$ cat src/rtl/arb_pkg.sv
package arb_pkg;
  localparam int unsigned MAX_MST = 16;
  localparam int unsigned IDX_W   = 4;

  typedef struct packed {
    logic             hit;
    logic [IDX_W-1:0] idx;
  } pick_t;

  // Lowest set bit wins; hit low when the vector is empty.
  function automatic pick_t pick_lowest(input logic [MAX_MST-1:0] v);
    pick_t r;
    r = '0;
    for (int i = MAX_MST - 1; i >= 0; i--) begin
      if (v[i]) begin
        r.hit = 1'b1;
        r.idx = IDX_W'(i);
      end
    end
    return r;
  endfunction

  function automatic logic [MAX_MST-1:0] idx_to_onehot(input logic [IDX_W-1:0] i);
    return MAX_MST'(1) << i;
  endfunction
endpackage

$ cat src/rtl/arb_prio_pick.sv
module arb_prio_pick #(
  parameter int unsigned N_MST = 4,
  localparam int unsigned MW   = (N_MST > 1) ? $clog2(N_MST) : 1
) (
  input  logic [N_MST-1:0] eligible,
  output logic [MW-1:0]    pick_idx,
  output logic             any_hit
);
  import arb_pkg::*;

  pick_t p;

  always_comb begin
    p        = pick_lowest(MAX_MST'(eligible));
    any_hit  = p.hit;
    pick_idx = MW'(p.idx);
  end
endmodule

$ cat src/rtl/arb_split_mask.sv
module arb_split_mask #(
  parameter int unsigned N_MST = 4,
  localparam int unsigned MW   = (N_MST > 1) ? $clog2(N_MST) : 1
) (
  input  logic             clk,
  input  logic             rst_n,
  input  logic             split_done,
  input  logic [MW-1:0]    dp_idx,
  input  logic [N_MST-1:0] resume,
  output logic [N_MST-1:0] mask_q,
  output logic [N_MST-1:0] mask_nx
);
  import arb_pkg::*;

  logic [N_MST-1:0] set_vec;

  always_comb begin
    set_vec = split_done ? N_MST'(idx_to_onehot(IDX_W'(dp_idx))) : '0;
    // A new split for the same master outranks a resume on the same edge.
    mask_nx = (mask_q & ~resume) | set_vec;
  end

  always_ff @(posedge clk or negedge rst_n) begin
    if (!rst_n) mask_q <= '0;
    else        mask_q <= mask_nx;
  end
endmodule

$ cat src/rtl/split_bus_arbiter.sv
module split_bus_arbiter #(
  parameter int unsigned N_MST   = 4,
  parameter int unsigned DEF_MST = 0,
  localparam int unsigned MW     = (N_MST > 1) ? $clog2(N_MST) : 1
) (
  input  logic             clk,
  input  logic             rst_n,
  input  logic [N_MST-1:0] req,
  input  logic             ready,
  input  logic             resp_split,
  input  logic [N_MST-1:0] split_resume,
  output logic [N_MST-1:0] grant,
  output logic [MW-1:0]    owner
);
  import arb_pkg::*;

  localparam logic [MW-1:0] DEF_IDX = MW'(DEF_MST);

  logic [MW-1:0]    owner_q;
  logic [MW-1:0]    dp_q;
  logic [N_MST-1:0] grant_q;
  logic [N_MST-1:0] mask_q;
  logic [N_MST-1:0] mask_nx;
  logic [N_MST-1:0] eligible;
  logic [MW-1:0]    pick_idx;
  logic             any_hit;
  logic [MW-1:0]    win_idx;
  logic             split_done;

  assign split_done = resp_split & ready;

  arb_split_mask #(.N_MST(N_MST)) u_mask (
    .clk        (clk),
    .rst_n      (rst_n),
    .split_done (split_done),
    .dp_idx     (dp_q),
    .resume     (split_resume),
    .mask_q     (mask_q),
    .mask_nx    (mask_nx)
  );

  assign eligible = req & ~mask_nx;

  arb_prio_pick #(.N_MST(N_MST)) u_pick (
    .eligible (eligible),
    .pick_idx (pick_idx),
    .any_hit  (any_hit)
  );

  assign win_idx = any_hit ? pick_idx : DEF_IDX;

  always_ff @(posedge clk or negedge rst_n) begin
    if (!rst_n) begin
      owner_q <= DEF_IDX;
      dp_q    <= DEF_IDX;
      grant_q <= N_MST'(idx_to_onehot(IDX_W'(DEF_IDX)));
    end else if (ready) begin
      owner_q <= win_idx;
      dp_q    <= owner_q;
      grant_q <= N_MST'(idx_to_onehot(IDX_W'(win_idx)));
    end
  end

  assign grant = grant_q;
  assign owner = owner_q;
endmodule

$ cat config.mk
export PLATFORM = sky130hd
export DESIGN_NAME = split_bus_arbiter
export DESIGN_NICKNAME = d
export VERILOG_FILES = /design/src/rtl/arb_pkg.sv /design/src/rtl/arb_prio_pick.sv /design/src/rtl/arb_split_mask.sv /design/src/rtl/split_bus_arbiter.sv
export SDC_FILE = /design/constraint.sdc
export NUM_CORES = 1
export LEC_CHECK = 0
export BUFFER_PORTS_ARGS = -buffer_cell sky130_fd_sc_hd__buf_2
export CAP_MARGIN = 20
export CORE_UTILIZATION = 42
export DETAILED_ROUTE_END_ITERATION = 7
export PLACE_DENSITY_LB_ADDON = 0.2
export RECOVER_POWER = 50
export SLEW_MARGIN = 25
export SYNTH_ARGS = -nofsm -noshare
export SYNTH_HDL_FRONTEND = slang
export SYNTH_SLANG_ARGS = --single-unit
export TNS_END_PERCENT = 5
$ cat constraint.sdc
create_clock -name clk -period 1.1 [get_ports clk]
set_input_delay 0.22 -clock clk [delete_from_list [all_inputs] [get_ports clk]]
set_output_delay 0.22 -clock clk [all_outputs]
set_load 0.02 [all_outputs]
Word level (Yosys, flattened, before mapping)
Index checks and enable logic that the tools add are counted.
{"block": "classes", "mux": 6, "bitwise": 6, "shift": 2}
{"cell": "5-bit 2-to-1 mux", "count": 4}
{"cell": "4-bit bitwise AND", "count": 2}
{"cell": "4-bit NOT", "count": 2}
{"cell": "1-bit by 2-bit << shifter with 4-bit output, first input constant", "count": 2}
{"cell": "4-bit 2-to-1 mux", "count": 1}
{"cell": "4-bit OR", "count": 1}
{"cell": "2-bit 2-to-1 mux", "count": 1}
{"cell": "1-bit bitwise AND", "count": 1}
{"block": "word_totals", "in_bits": 12, "ff_bits": 12, "output_inout_bits": 6, "word_cells": 18}

Longest topological paths before layout
{"block": "depth", "word_depth": 11, "mapped_depth": 5, "ltp_nobuf": 4}

Cells and area by module
From an unflattened synthesis, not the netlist that was laid out.
{"block": "unflattened", "hier_cells": 56, "hier_area_um2": 563.0}
{"module": "split_bus_arbiter", "area_per_inst_um2": 360.3, "instances": 1, "seq_area_each_um2": 201.4, "cells_per_inst": 33}
{"module": "arb_split_mask", "area_per_inst_um2": 167.7, "instances": 1, "seq_area_each_um2": 100.1, "cells_per_inst": 16}
{"module": "arb_prio_pick", "area_per_inst_um2": 35.0, "instances": 1, "seq_area_each_um2": 0.0, "cells_per_inst": 7}

Worst setup path before layout
OpenSTA, ideal clock, no wires.
{"block": "synth_path", "kind": "register to register", "startpoint": "register dp_q[1]", "endpoint": "register grant_q[2] (netlist: grant[2])", "setup_time_ps": 78, "t_arrival_ps": 1096, "path_stages_with_launch": 5, "path_slack_ps": -74, "synth_period_minus_slack_ps": 1174, "n_path_buf": 0, "t_required_ps": 1022, "path_cell_list": "dfrtp_1 -> nand4b_1 -> a31oi_2 -> nand2_1 -> o2bb2ai_1"}
{"block": "synth_between", "elab_chain_cells": 11}
{"item": "start, declared", "line_no": "split_bus_arbiter.sv:20", "text": "logic [MW-1:0] dp_q;"}
{"item": "start signal, assigned", "line_no": "split_bus_arbiter.sv:59", "text": "dp_q <= owner_q;"}
{"item": "1-bit by 2-bit << shifter with 4-bit output (*)", "line_no": "arb_pkg.sv:24", "text": "return MAX_MST'(1) << i;"}
{"item": "4-bit 2-to-1 mux (*)", "line_no": "arb_split_mask.sv:18", "text": "set_vec = split_done ? N_MST'(idx_to_onehot(IDX_W'(dp_idx))) : '0;"}
{"item": "4-bit OR (*)", "line_no": "arb_split_mask.sv:20", "text": "mask_nx = (mask_q & ~resume) | set_vec;"}
{"item": "4-bit NOT (*)", "line_no": "split_bus_arbiter.sv:42", "text": "assign eligible = req & ~mask_nx;"}
{"item": "4-bit bitwise AND (*)", "line_no": "split_bus_arbiter.sv:42"}
{"item": "5-bit 2-to-1 mux (3 in series)", "line_no": "arb_pkg.sv:15", "text": "if (v[i]) begin"}
{"item": "5-bit 2-to-1 mux (*)", "line_no": "arb_pkg.sv:15"}
{"item": "2-bit 2-to-1 mux (*)", "line_no": "split_bus_arbiter.sv:50", "text": "assign win_idx = any_hit ? pick_idx : DEF_IDX;"}
{"item": "1-bit by 2-bit << shifter with 4-bit output (*)", "line_no": "arb_pkg.sv:24"}
{"item": "end signal, assigned", "line_no": "split_bus_arbiter.sv:56", "text": "grant_q <= N_MST'(idx_to_onehot(IDX_W'(DEF_IDX)));"}
{"item": "end signal, assigned", "line_no": "split_bus_arbiter.sv:60", "text": "grant_q <= N_MST'(idx_to_onehot(IDX_W'(win_idx)));"}
{"item": "end, declared", "line_no": "split_bus_arbiter.sv:21", "text": "logic [N_MST-1:0] grant_q;"}
Mark *: on every way between the ends. The rest lies on a longest branch, timed or not.
A chain may end at the register's enable or synchronous reset.

Final worst setup path
{"block": "layout_path", "startpoint": "register dp_q[1]", "endpoint": "register grant_q[3] (netlist: grant[3])"}
The elaborated chain is that of the path after synthesis.

==> impl_metrics.yaml <==
clocking:
  clk_pin_slew_ps: 80
  cts_tree: "yes"
  cts_max_level: 1
  cts_root_buf: "clkbuf_4"
  cts_max_path_buffers: 2
  cts_made_buffers: 3
  clkSinkCount: 12
  worst_skew_pair.late_latency_ps: 280
critical_path:
  critPathRequiredTime_ps: 1310
  reg2reg_from: "dp_q[1]"
  timing_worst_setup_path_type: "flip-flop to flip-flop"
  r2r-end: "grant[3]"
  cp_num_buf_inv: 0
  worstRegToRegCells: 4
  worstPathMaxFanout: 7
  crit_chain: "nand4b_1 > a31oi_2 > nand2_2 > o2bb2ai_2"
  cp-endpoint: "grant[3]"
  crit_path_start: "dp_q[1]"
  cp-end-kind: "flip-flop"
  r2r_slack_ps: -190
  max_stage_delay_ps: 450
  start_kind: "flip-flop"
  cpMaxStageDelayCell: "dfrtp_2"
  crit_family: "flip-flops"
  worstPathArrival_ps: 1500
  worstSetupPathDepth: 4
floorplan:
  die_x_um: 38.6
  io_pins: 18
  start_util_pct: 48.1
  die_area_mm2: 0.00149
  die_h_um: 38.6
  rows: 12
  core-area_mm2: 0.00117
layout:
  area.growth.synth_to_final_pct: 51.3
  fin_util_pct: 72.8
  fillers: 86
  diodes: 0
  final_layout_size_suffix_gt1_share_pct: 60.7
  design_area_um2: 852
  fin_nets: 97
logic_synthesis:
  synth_edf_count: 0
  netlist_instances: 49
  synth_nets: 61
  synth_area_leaders: "dfrtp_1 (49%), dfstp_2 (4.7%), mux2_2 (4.0%), nand2_1 (4.0%), nand2b_1 (3.3%)"
  async_reset_ff_share_pct: 100
  synth_top_area_share_pct: 48.9
  ys_seq_elements: 12
  ys.flop_type: "dfrtp_1"
  synthDistinctLibCells: 27
  syn_area_per_cell_um2: 11.5
  ys.warnings.count: 0
  synth.cell_area_um2: 563
  yosysSeqAreaShare_pct: 53.6
  synth.largest_area_cell: "dfrtp_1"
power:
  powerDensity_mw_per_mm2: 1460
  ir_drop_uv: 879
  cellLeakagePower_uw: 0.000422
placed_design:
  place_area_um2: 714
  hpwl_um: 984
  port_buffers: 17
  routabilityCongestion: 0.795
  post-place-ws_ps: -183
timing:
  maxSlewViolCount: 0
  rsz0062_at_grt: "yes"
  min_period_ps: 1290
  slew_headroom_pct: 57.9
  fin_crit_sh_pct: 117
  hold_viol_final: 0
  worst_clock_skew_ps: 4.93
  setup_viol: 7
  max_freq_mhz: 774
  worstMarginPinSlew_ps: 632
  final.setup.worst_slack_ps: -192
  hold-worst-slack_ps: 209
run_status:
  violations: "setup timing"
  status: "finished with violations"
route:
  drc: 0
  drt_iter0_drc: 5
  antenna_left: 0
  first_pass_iters: 2
  viasPerCell: 5.59
  wl_um: 1580
  wl_per_cell_um: 16.1
  vias: 548
hold_path:
  hp-start: "split_resume[1]"
  hp-class: "input pin to flip-flop"
global_routing:
  grt_pass1_wl_um: 2450
  grt_pass1_vias: 573
  grt_max_degree: 13
  grt-ovfl-total: 0
  grt.total_usage_pct: 25.8
  antenna_found_initial: 0
run:
  maxCapViolCount: 0
[sequential cells by signal, summed over array words and instances (netlist names)]
signal	count
grant	4
dp_q	2
u_mask.mask_q	4
owner	2
[synthesized netlist by cell type, types with 2 or more instances]
master      n
o2bb2ai_1   2
nand2_1     6
mux2_2      2
dfrtp_1    11
nand4_1     2
nand2b_1    3
a21oi_1     2
nand3_1     2
[per-stage QoR]
step	total power, uW	TNS [ps]	cells
after floorplan	702	-170	49
after global placement	810	-558	87
after detailed placement	820	-775	87
after CTS	1230	-1010	97
after global routing	1300	-1480	98
final	1240	-991	98
[power breakdown]
group	internal, uW	switching, uW	leakage (uW)
Clock	202	155	0.0000210
Combinational	164	164	0.000249
Sequential	507	53.5	0.000152
Total	873	372	0.000422
[repair_timing]
action | CTS | global route
hold buffers | 1 | 0
resized for setup | 9 | 3
pin swaps | 7 | 3
endpoints found under the hold margin | 11 | 0
setup buffers | 5 | 1
endpoints found under the setup margin | 7 | 8
[layout make-up]
type	instances	area, um2	share of cell area (%)
flip-flops and latches	12	304	35.7
well taps	14	17.5	2.06
inverters	1	3.75	0.441
clock buffers	4	36.3	4.26
repair buffers	32	209	24.5
multi-input cells	35	282	33.0
[cells by family (layout without fill, tap and decap cells)]
| kind of cell | Yosys count | after routing | synth area share (%) |
|---|---|---|---|
| AND/OR/NAND/NOR | 19 | 19 | 19.3 |
| AO/OA/AOI/OAI | 14 | 14 | 20.4 |
| buffers and inverters | 2 | 37 | 2.67 |
| multiplexers | 2 | 2 | 4.00 |
| flip-flops | 12 | 12 | 53.6 |
[layer usage]
metal | track usage, % | routed length [um] | part of all wire [%] | vias up
met5 | 0 | 0 | 0 | -
met4 | 16.4 | 40 | 2.5 | 0
met3 | 3.47 | 72 | 4.6 | 5
met2 | 46.3 | 818 | 52 | 20
met1 | 27.8 | 647 | 41 | 262
li1 | - | - | - | 261
[cells in the final DEF, fill, tap and decap left out]
cell,n
buf_4,13
nand4b_1,1
nand2_1,4
mux2_2,2
dlygate4sd3_1,1
a32o_2,1
nand3_1,2
o31ai_1,1
o211ai_1,1
clkbuf_8,1
o2bb2ai_2,2
a31oi_2,1
clkbuf_4,3
or2b_4,1
o221ai_2,1
clkbuf_1,1
o21ai_0,1
buf_2,15
o311a_1,1
nand2b_1,3
inv_1,1
buf_6,2
dfrtp_2,2
o311ai_1,1
nand3_2,1
a21oi_1,2
nand2_2,3
dfrtp_1,9
dfstp_2,1
a221oi_2,1
nor2_1,1
nand4_1,2
nor3_2,1
a21o_1,1
[worst reg2reg max path, cell delays in order, from the launching register on]
cell	delay [ps]
dfrtp_2	450
nand4b_1	270
a31oi_2	250
nand2_2	120
o2bb2ai_2	140
[how the worst min path moves through the flow]
| stage | slack (ps) | to | depth (start not counted) |
|---|---|---|---|
| floorplan | -80 | dp_q[0] | 0 |
| global placement | 110 | u_mask.mask_q[2] | 1 |
| detailed placement | 110 | u_mask.mask_q[2] | 1 |
| CTS | 210 | u_mask.mask_q[1] | 3 |
| global route | 220 | u_mask.mask_q[1] | 3 |
| finish | 210 | u_mask.mask_q[1] | 3 |
No activity file was read; power rests on OpenSTA's default activity.
